`src/rtl/nv_seq_pkg.sv`:
```
package nv_seq_pkg;

  typedef enum logic [2:0] {
    ST_OFF    = 3'd0,
    ST_RECALL = 3'd1,
    ST_IDLE   = 3'd2,
    ST_STORE  = 3'd3,
    ST_HOLD   = 3'd4
  } seq_state_e;

  typedef enum logic [1:0] {
    SRC_SW  = 2'd0,
    SRC_HW  = 2'd1,
    SRC_PWR = 2'd2
  } store_src_e;

  function automatic int unsigned max_u(input int unsigned a, input int unsigned b);
    return (a > b) ? a : b;
  endfunction

  // counter width able to hold the larger of two cycle budgets
  function automatic int unsigned budget_width(input int unsigned a, input int unsigned b);
    return $clog2(max_u(a, b) + 1);
  endfunction

  // a store drives the shared line only when this block started it
  function automatic logic drives_line(input store_src_e src);
    return src != SRC_HW;
  endfunction

  // where a finished store leaves the sequencer
  function automatic seq_state_e after_store(input store_src_e src);
    case (src)
      SRC_HW:  return ST_HOLD;
      SRC_PWR: return ST_OFF;
      default: return ST_IDLE;
    endcase
  endfunction

endpackage

```
`src/rtl/nv_line_sync.sv`:
```
module nv_line_sync #(
  parameter int unsigned SYNC_STAGES = 2
) (
  input  logic clk,
  input  logic rst_n,
  input  logic supply_raw,
  input  logic strobe_raw,
  input  logic self_drive,
  output logic supply_s,
  output logic strobe_low_s,
  output logic strobe_evt
);
  localparam int unsigned GUARD = SYNC_STAGES + 1;
  localparam int unsigned GW    = $clog2(GUARD + 1);

  logic [SYNC_STAGES-1:0] sup_q;
  logic [SYNC_STAGES-1:0] stb_q;
  logic [GW-1:0]          guard_q;

  generate
    if (SYNC_STAGES == 1) begin : g_one
      always_ff @(posedge clk or negedge rst_n) begin
        if (!rst_n) begin
          sup_q <= '0;
          stb_q <= '1;
        end else begin
          sup_q <= supply_raw;
          stb_q <= strobe_raw;
        end
      end
    end else begin : g_chain
      always_ff @(posedge clk or negedge rst_n) begin
        if (!rst_n) begin
          sup_q <= '0;
          stb_q <= '1;
        end else begin
          sup_q <= {sup_q[SYNC_STAGES-2:0], supply_raw};
          stb_q <= {stb_q[SYNC_STAGES-2:0], strobe_raw};
        end
      end
    end
  endgenerate

  // masks the line while the block's own pull-low drains out of the chain
  always_ff @(posedge clk or negedge rst_n) begin
    if (!rst_n)             guard_q <= '0;
    else if (self_drive)    guard_q <= GW'(GUARD);
    else if (guard_q != '0) guard_q <= guard_q - 1'b1;
  end

  assign supply_s     = sup_q[SYNC_STAGES-1];
  assign strobe_low_s = !stb_q[SYNC_STAGES-1];
  assign strobe_evt   = strobe_low_s && (guard_q == '0) && !self_drive;

endmodule

```
`src/rtl/nv_dur_timer.sv`:
```
module nv_dur_timer #(
  parameter int unsigned STORE_CYCLES  = 500000,
  parameter int unsigned RECALL_CYCLES = 1000
) (
  input  logic clk,
  input  logic rst_n,
  input  logic op_active,
  input  logic is_store,
  input  logic done_in,
  output logic first_cyc,
  output logic finish
);
  import nv_seq_pkg::*;
  localparam int unsigned CW = budget_width(STORE_CYCLES, RECALL_CYCLES);

  logic [CW-1:0] cnt_q;
  logic [CW-1:0] limit;
  logic          expire;

  assign limit     = is_store ? CW'(STORE_CYCLES) : CW'(RECALL_CYCLES);
  assign expire    = op_active && (cnt_q == limit - 1'b1);
  assign first_cyc = op_active && (cnt_q == '0);
  assign finish    = op_active && (done_in || expire);

  always_ff @(posedge clk or negedge rst_n) begin
    if (!rst_n)                 cnt_q <= '0;
    else if (!op_active || finish) cnt_q <= '0;
    else                        cnt_q <= cnt_q + 1'b1;
  end

  AST_TIMER_BOUND: assert property (@(posedge clk) disable iff (!rst_n)
    op_active |-> (cnt_q < limit));

endmodule

```
`src/rtl/nv_dirty_track.sv`:
```
module nv_dirty_track (
  input  logic clk,
  input  logic rst_n,
  input  logic wr_ok,
  input  logic copy_end,
  output logic dirty
);
  logic dirty_q;

  always_ff @(posedge clk or negedge rst_n) begin
    if (!rst_n)        dirty_q <= 1'b0;
    else if (copy_end) dirty_q <= 1'b0;
    else if (wr_ok)    dirty_q <= 1'b1;
  end

  assign dirty = dirty_q;

endmodule

```
`src/rtl/nv_copy_seq.sv`:
```
module nv_copy_seq #(
  parameter int unsigned SYNC_STAGES   = 2,
  parameter int unsigned STORE_CYCLES  = 500000,
  parameter int unsigned RECALL_CYCLES = 1000
) (
  input  logic clk,
  input  logic rst_n,
  input  logic supply_ok,
  input  logic sram_wr,
  input  logic sw_store_req,
  input  logic sw_recall_req,
  input  logic strobe_in,
  output logic strobe_pull_low,
  output logic access_inhibit,
  output logic copy_start,
  output logic copy_to_nv,
  input  logic copy_done
);
  import nv_seq_pkg::*;

  seq_state_e st_q, st_d;
  store_src_e src_q, src_d;

  logic supply_s, strobe_low_s, strobe_evt;
  logic op_active, is_store, first_cyc, op_finish;
  logic dirty, wr_ok, self_drive, idle_evt_skip;

  assign is_store   = (st_q == ST_STORE);
  assign op_active  = is_store || (st_q == ST_RECALL);
  assign self_drive = is_store && drives_line(src_q);

  nv_line_sync #(.SYNC_STAGES(SYNC_STAGES)) i_sync (
    .clk(clk), .rst_n(rst_n),
    .supply_raw(supply_ok), .strobe_raw(strobe_in), .self_drive(self_drive),
    .supply_s(supply_s), .strobe_low_s(strobe_low_s), .strobe_evt(strobe_evt)
  );

  nv_dur_timer #(.STORE_CYCLES(STORE_CYCLES), .RECALL_CYCLES(RECALL_CYCLES)) i_timer (
    .clk(clk), .rst_n(rst_n),
    .op_active(op_active), .is_store(is_store), .done_in(copy_done),
    .first_cyc(first_cyc), .finish(op_finish)
  );

  assign wr_ok = sram_wr && !access_inhibit;

  nv_dirty_track i_dirty (
    .clk(clk), .rst_n(rst_n), .wr_ok(wr_ok), .copy_end(op_finish), .dirty(dirty)
  );

  // strobe seen in idle with nothing to save
  assign idle_evt_skip = (st_q == ST_IDLE) && supply_s && strobe_evt && !dirty;

  always_comb begin
    st_d  = st_q;
    src_d = src_q;
    case (st_q)
      ST_OFF:    if (supply_s) st_d = ST_RECALL;
      ST_RECALL: if (op_finish) st_d = ST_IDLE;
      ST_STORE:  if (op_finish) st_d = after_store(src_q);
      ST_HOLD: begin
        if (!supply_s)          st_d = ST_OFF;
        else if (!strobe_low_s) st_d = ST_IDLE;
      end
      ST_IDLE: begin
        if (!supply_s) begin
          st_d = ST_STORE; src_d = SRC_PWR;
        end else if (strobe_evt) begin
          st_d  = dirty ? ST_STORE : ST_HOLD;
          src_d = SRC_HW;
        end else if (sw_store_req) begin
          st_d = ST_STORE; src_d = SRC_SW;
        end else if (sw_recall_req) begin
          st_d = ST_RECALL;
        end
      end
      default: st_d = ST_OFF;
    endcase
  end

  always_ff @(posedge clk or negedge rst_n) begin
    if (!rst_n) begin
      st_q  <= ST_OFF;
      src_q <= SRC_SW;
    end else begin
      st_q  <= st_d;
      src_q <= src_d;
    end
  end

  assign access_inhibit  = (st_q != ST_IDLE);
  assign copy_start      = first_cyc;
  assign copy_to_nv      = is_store;
  assign strobe_pull_low = self_drive;

  AST_START_PULSE: assert property (@(posedge clk) disable iff (!rst_n)
    copy_start |=> !copy_start);

  AST_SKIP_CLEAN: assert property (@(posedge clk) disable iff (!rst_n)
    idle_evt_skip |=> !copy_start);

  AST_INHIBIT_ON_STROBE: assert property (@(posedge clk) disable iff (!rst_n)
    ((st_q == ST_IDLE) && strobe_evt) |=> access_inhibit);

  AST_DIRTY_CLEARED: assert property (@(posedge clk) disable iff (!rst_n)
    op_finish |=> !dirty);

  AST_PULL_WITH_START: assert property (@(posedge clk) disable iff (!rst_n)
    $rose(strobe_pull_low) |-> copy_start);

endmodule

```
`config.mk`:
```
export PLATFORM = sky130hd
export DESIGN_NAME = nv_copy_seq
export DESIGN_NICKNAME = d
export VERILOG_FILES = /design/src/rtl/nv_seq_pkg.sv /design/src/rtl/nv_line_sync.sv /design/src/rtl/nv_dur_timer.sv /design/src/rtl/nv_dirty_track.sv /design/src/rtl/nv_copy_seq.sv
export SDC_FILE = /design/constraint.sdc
export NUM_CORES = 1
export LEC_CHECK = 0
export BUFFER_PORTS_ARGS = -buffer_cell sky130_fd_sc_hd__clkbuf_2
export CAP_MARGIN = 20
export CORE_ASPECT_RATIO = 1.1
export CORE_MARGIN = 4
export CORE_UTILIZATION = 35
export CTS_BUF_LIST = sky130_fd_sc_hd__clkbuf_2
export CTS_CLUSTER_SIZE = 25
export DETAILED_ROUTE_END_ITERATION = 12
export PLACE_DENSITY_LB_ADDON = 0.12
export SYNTH_ARGS = -nofsm -noshare
export SYNTH_HDL_FRONTEND = slang
export SYNTH_SLANG_ARGS = --single-unit
```
`constraint.sdc`:
```
create_clock -name clk -period 3.65 [get_ports clk]
set_input_delay 0.365 -clock clk [delete_from_list [all_inputs] [get_ports clk]]
set_output_delay 0.365 -clock clk [all_outputs]
set_load 0.01 [all_outputs]
```
### After elaboration in Yosys (flattened, before gate mapping)

Cells that the tools add are included.

* flip-flop bits (word level): 31
* input bits: 8
* output and inout bits: 4
* logic and storage cells: 68

* add/sub/neg operators: 3
* equal/unequal tests: 15
* multiplexer cells: 21
* reductions and logical operators: 22

Operators with widths (count)
* 2-to-1 mux 19 bit: 2
* 2-to-1 mux 3 bit: 10
* adder 19 x 1 -> 19 bit (second input constant): 1
* equality test 19 bit: 1
* logical NOT 19 bit: 1
* subtractor 19 x 1 -> 19 bit (second input constant): 1
* one-hot mux 3 bit (5 select lines): 1
* 2-to-1 mux 2 bit: 5
* logical AND 1 bit: 7
* equality test 3 x 2 -> 1 bit (second input constant): 2
* inequality test 2 x 1 -> 1 bit (second input constant): 3
* inequality test 3 x 2 -> 1 bit (second input constant): 2
* one-hot mux 3 bit (2 select lines): 1
* nonzero test 2 bit: 3
* inequality test 5 x 4 -> 1 bit (second input constant): 1
* AND reduction 5 bit: 1
* logical NOT 1 bit: 4
* equality test 3 x 1 -> 1 bit (second input constant): 1
* equality test 3 bit (second input constant): 1
* logical NOT 3 bit: 1
* logical OR 1 bit: 3
* inequality test 3 bit (second input constant): 1
* equality test 2 x 1 -> 1 bit (second input constant): 1
* equality test 2 bit (second input constant): 1
* other kinds (5): 6

### Longest topological paths before layout

* depth in word-level cells: 9
* gate-level depth with buffers: 7
* depth with buffers taken out: 7

### By module

A second synthesis with hierarchy kept.

* cells, all modules: 190
* area total of the unflattened synthesis: 1819.2 um^2

Modules (own cells, without submodules)
* nv_dur_timer: instances 1, cells an instance 125, area an instance 1193.6 um^2, sequential area each 475.5 um^2
* nv_copy_seq: instances 1, cells an instance 47, area an instance 370.4 um^2, sequential area each 125.1 um^2
* nv_line_sync: instances 1, cells an instance 16, area an instance 220.2 um^2, sequential area each 152.6 um^2
* nv_dirty_track: instances 1, cells an instance 2, area an instance 35.0 um^2, sequential area each 25.0 um^2

### Least setup slack after synthesis

OpenSTA, ideal clock, no wires.

* kind: register to register
* start: reg i_timer.cnt_q[12]
* end: reg i_timer.cnt_q[11]
* library setup time: 119 ps
* arrival time: 1905 ps
* required time: 3531 ps
* setup slack: 1626 ps
* cell stages (with the launch flop): 7
* buffers on the path: 1
* period minus slack after synthesis: 2024 ps
* cell sequence: dfrtp_1 or4_4 or4_4 a21oi_2 or3_4 buf_4 nor2_1

* word-level cells in the longest chain between the ends: 6

Ends and longest elaborated chain
* from (decl): RTL line nv_dur_timer.sv:16 `logic [CW-1:0] cnt_q;`
* from (signal assigned): RTL line nv_dur_timer.sv:28 `else cnt_q <= cnt_q + 1'b1;`
* equality test 19 bit: RTL line nv_dur_timer.sv:21 `assign expire = op_active && (cnt_q == limit - 1'b1);`
* logical AND 1 bit: RTL line nv_dur_timer.sv:21
* logical OR 1 bit: RTL line nv_dur_timer.sv:23 `assign finish = op_active && (done_in || expire);`
* logical AND 1 bit: RTL line nv_dur_timer.sv:23
* logical OR 1 bit: RTL line nv_dur_timer.sv:27 `else if (!op_active || finish) cnt_q <= '0;`
* 2-to-1 mux 19 bit: RTL line nv_dur_timer.sv:27

No other way between the ends.
A chain may end at the register's enable or synchronous reset.

### Final worst setup path

* start: reg i_timer.cnt_q[12]
* end: out copy_start

* word-level cells in the longest chain between the ends: 2

Ends and longest elaborated chain
* logical NOT 19 bit: RTL line nv_dur_timer.sv:22 `assign first_cyc = op_active && (cnt_q == '0);`
* logical AND 1 bit: RTL line nv_dur_timer.sv:22
* to (decl): RTL line nv_copy_seq.sv:15 `output logic copy_start,`

No other way between the ends.

==> key figures <==
Run status
  – Outcome: finished, final reports clean

Worst setup path
  – CP Max Fanout: 5
  – Critical Path RT: about 3.3 ns
  – CP Capture Type: output pin
  – Critical Setup Path Class: reg2out
  – Worst reg2reg path depth: 5
  – Arrival @ worst endpoint: 1.94 ns
  – Startpoint types: flip-flop

Clock network
  – Post-CTS Setup Repair Bufs: 0
  – CTS root buf: clkbuf_2
  – Clock Sinks: 31
  – H-tree depth: 2
  – Clock Latency Late Sink: 0.36 ns
  – Post-CTS sizing: 0
  – Register clock-pin slew on the reported worst setup and hold paths: approximately 0.16 ns
  – CTS tree: yes
  – CTS buffer count: 5
  – Max clock buf depth: 2
  – Cts hold-fix bufs: 0

Timing
  – Unrepaired setup endpoints after global routing: false
  – Hold slack: 0.0387 ns
  – Final worst path period need: 2.30 ns
  – Fmax: approximately 430 MHz
  – Worst Tran Pin Value: between 0.7 and 0.8 ns
  – Final Hold Fails: 0
  – Fin crit share: between 60% and 70%
  – Slew margin rel.: 47.7%
  – Max Slew Vio Count: 0
  – Final worst clock skew: 0.0144 ns
  – Final setup TNS: 0 ns
  – # setup viols final: 0

Logic synthesis
  – Post-synth EDFFs: 0
  – Post-Synthesis Net Count: 180
  – Synthesized area per cell: 9.90 sq um
  – Yosys warning total: 0
  – Distinct cells, synth: between 40 and 50
  – Post-synthesis sequential area ratio: 47.1%
  – Top FF cell, synth: dfrtp_1
  – Seq cells post-synth: 31
  – FFs w/ async S/R, synth: 100%
  – Gate count of the mapped netlist: 167
  – Mapped cell area: 1650 sq um

Final layout
  – # diodes: 0
  – Highest-count cells in the layout ignoring fill and taps: dfrtp_1, nor2_1, clkbuf_2, nand2_1
  – Fin area: 1790 sq um
  – P&R area growth vs syn: 8.40%
  – Most common cell after layout, fill and taps aside: dfrtp_1
  – Non-filler cells, final: 237
  – Layout cells sized above 1: ~16%
  – # fillers: 459
  – Final core occ: 40.3%
  – # nets final: approximately 200

Global routing
  – Vias in the first global route: roughly 1300
  – Initial antenna violation count: 0
  – Gr ovfl total: 0
  – Largest net degree at the start of global routing: 32
  – First-pass GRT wire length: between 5 and 6 mm
  – GRT Util Overall: 12.7%

Power
  – Peak supply drop: 0.133 mV
  – Lkg Pwr: 0.821 nW
  – Pwr dens: 510 nW/um^2

Die
  – Std cell rows: 25
  – Die width: 73.5 microns
  – Initial cell density of the core: 37.2%
  – Die footprint: 5890 sq um
  – IO Count: 12
  – Die height: 80.1 microns
  – CORE AREA: 4440 sq um

Route
  – WL/cell: 14.0 microns
  – Vias after detailed routing: 1245
  – Final ANT Viol Nets: 0
  – Wire length on met3: 159 microns
  – Via/cell ratio: approximately 5.3
  – DR iter-0 viols: 56
  – DR DRC count: 0
  – TritonRoute pass-1 iters: 4
  – WL met2: 1.56 mm
  – Top routing layer in use: met4
  – Met1 WL: approximately 1.5 mm
  – Drt total wl: 3.31 mm

Place
  – Cell area after placement: 1750 sq um
  – Post-DP HPWL: 2.42 mm
  – Gpl congestion: 0.882
  – Port Buffer Count: 11
  – Placed Cells incl. Taps: 229

Worst hold path
  – Worst min path class: in2async

Run
  – Max-Cap Viols: 0
## worst max-delay path, cell delays in order, from the launching register on
cell	delay (ns)
dfrtp_1	0.46
or4_4	0.54
nor4_1	0.38
clkbuf_2	0.20
## flip-flops by register name, summed over array words and instances (netlist names)
| register | flops |
|---|---|
| i_timer.cnt_q | 19 |
| st_q | 3 |
| i_sync.guard_q | 2 |
| i_sync.stb_q | 2 |
| i_sync.sup_q | 2 |
| src_q | 2 |
| i_dirty.dirty | 1 |
## layer usage
layer	track usage (%)	vias to the layer above
li1	-	618
met1	14.7	589
met2	21.5	29
met3	3.50	9
met4	5.43	0
met5	0	-
## logic make-up (layout without fill, tap and decap cells)
family / Yosys count / after routing / synth area share (%)
DFF: 31 / 31 / 47.1
AOI/OAI and AO/OA: 21 / 21 / 9.61
muxes: 1 / 1 / 0.681
adders and majority gates: 5 / 5 / 3.79
and+or+nand+nor: 77 / 77 / 25.4
buffers and inverters: 14 / 30 / 3.94
xor gates and xnor gates: 18 / 18 / 9.54
## area by class of cell
class                           instances  area, sq um  share of cell area [%]
Clock buffer                            5         25.0                    1.40
Inverter                               11         41.3                    2.30
Sequential cell                        31          778                    43.4
Timing Repair Buffer                   11         55.1                    3.07
Clock inverter                          3         15.0                   0.838
Multi-Input combinational cell        122          810                    45.2
Tap cell                               54         67.6                    3.77
## metrics by stage
stage	total power, mW	setup slack [ns]
after detailed placement	0.765	1.37
after global routing	0.990	1.28
after global placement	0.754	1.41
final	0.913	1.35
after floorplan	0.684	1.63
after CTS	0.927	1.33
## where the power goes
part / internal [mW] / total, mW / switching, mW
registers: 0.393 / 0.445 / 0.0522
clock network: 0.0427 / 0.159 / 0.117
logic: 0.141 / 0.309 / 0.168
total: 0.576 / 0.913 / 0.337
## Yosys cell counts (2+ instances only)
library cell	count	share of area, %
inv_1	11	2.5
o21a_1	2	0.91
nand4_1	4	1.5
nor4_1	3	1.1
xnor2_1	7	3.7
xor2_1	11	5.8
nor2b_1	2	0.76
or4_4	2	1.4
dfrtp_1	29	44
and4_1	2	1.1
dfstp_2	2	3.2
o21ai_0	6	1.8
nand3_1	7	2.1
ha_1	5	3.8
and3_1	8	3.0
nor3_1	4	1.2
nor2_1	23	5.2
nand2_1	13	3.0
## path summary, 6_finish.rpt
kind | start | end | slack [ns]
worst max-delay path | i_timer.cnt_q[12] | copy_start | 1.35
min in group clk | strobe_in | i_sync.stb_q[0] | 0.05
worst min register to register | i_sync.stb_q[0] | i_sync.stb_q[1] | 0.37
worst max register to register | i_timer.cnt_q[12] | st_q[0] | 1.37
max in group asynchronous | rst_n | i_timer.cnt_q[10] | 3.10
worst min-delay path | rst_n | i_sync.guard_q[0] | 0.04
Power figures use the tool's default switching activity.
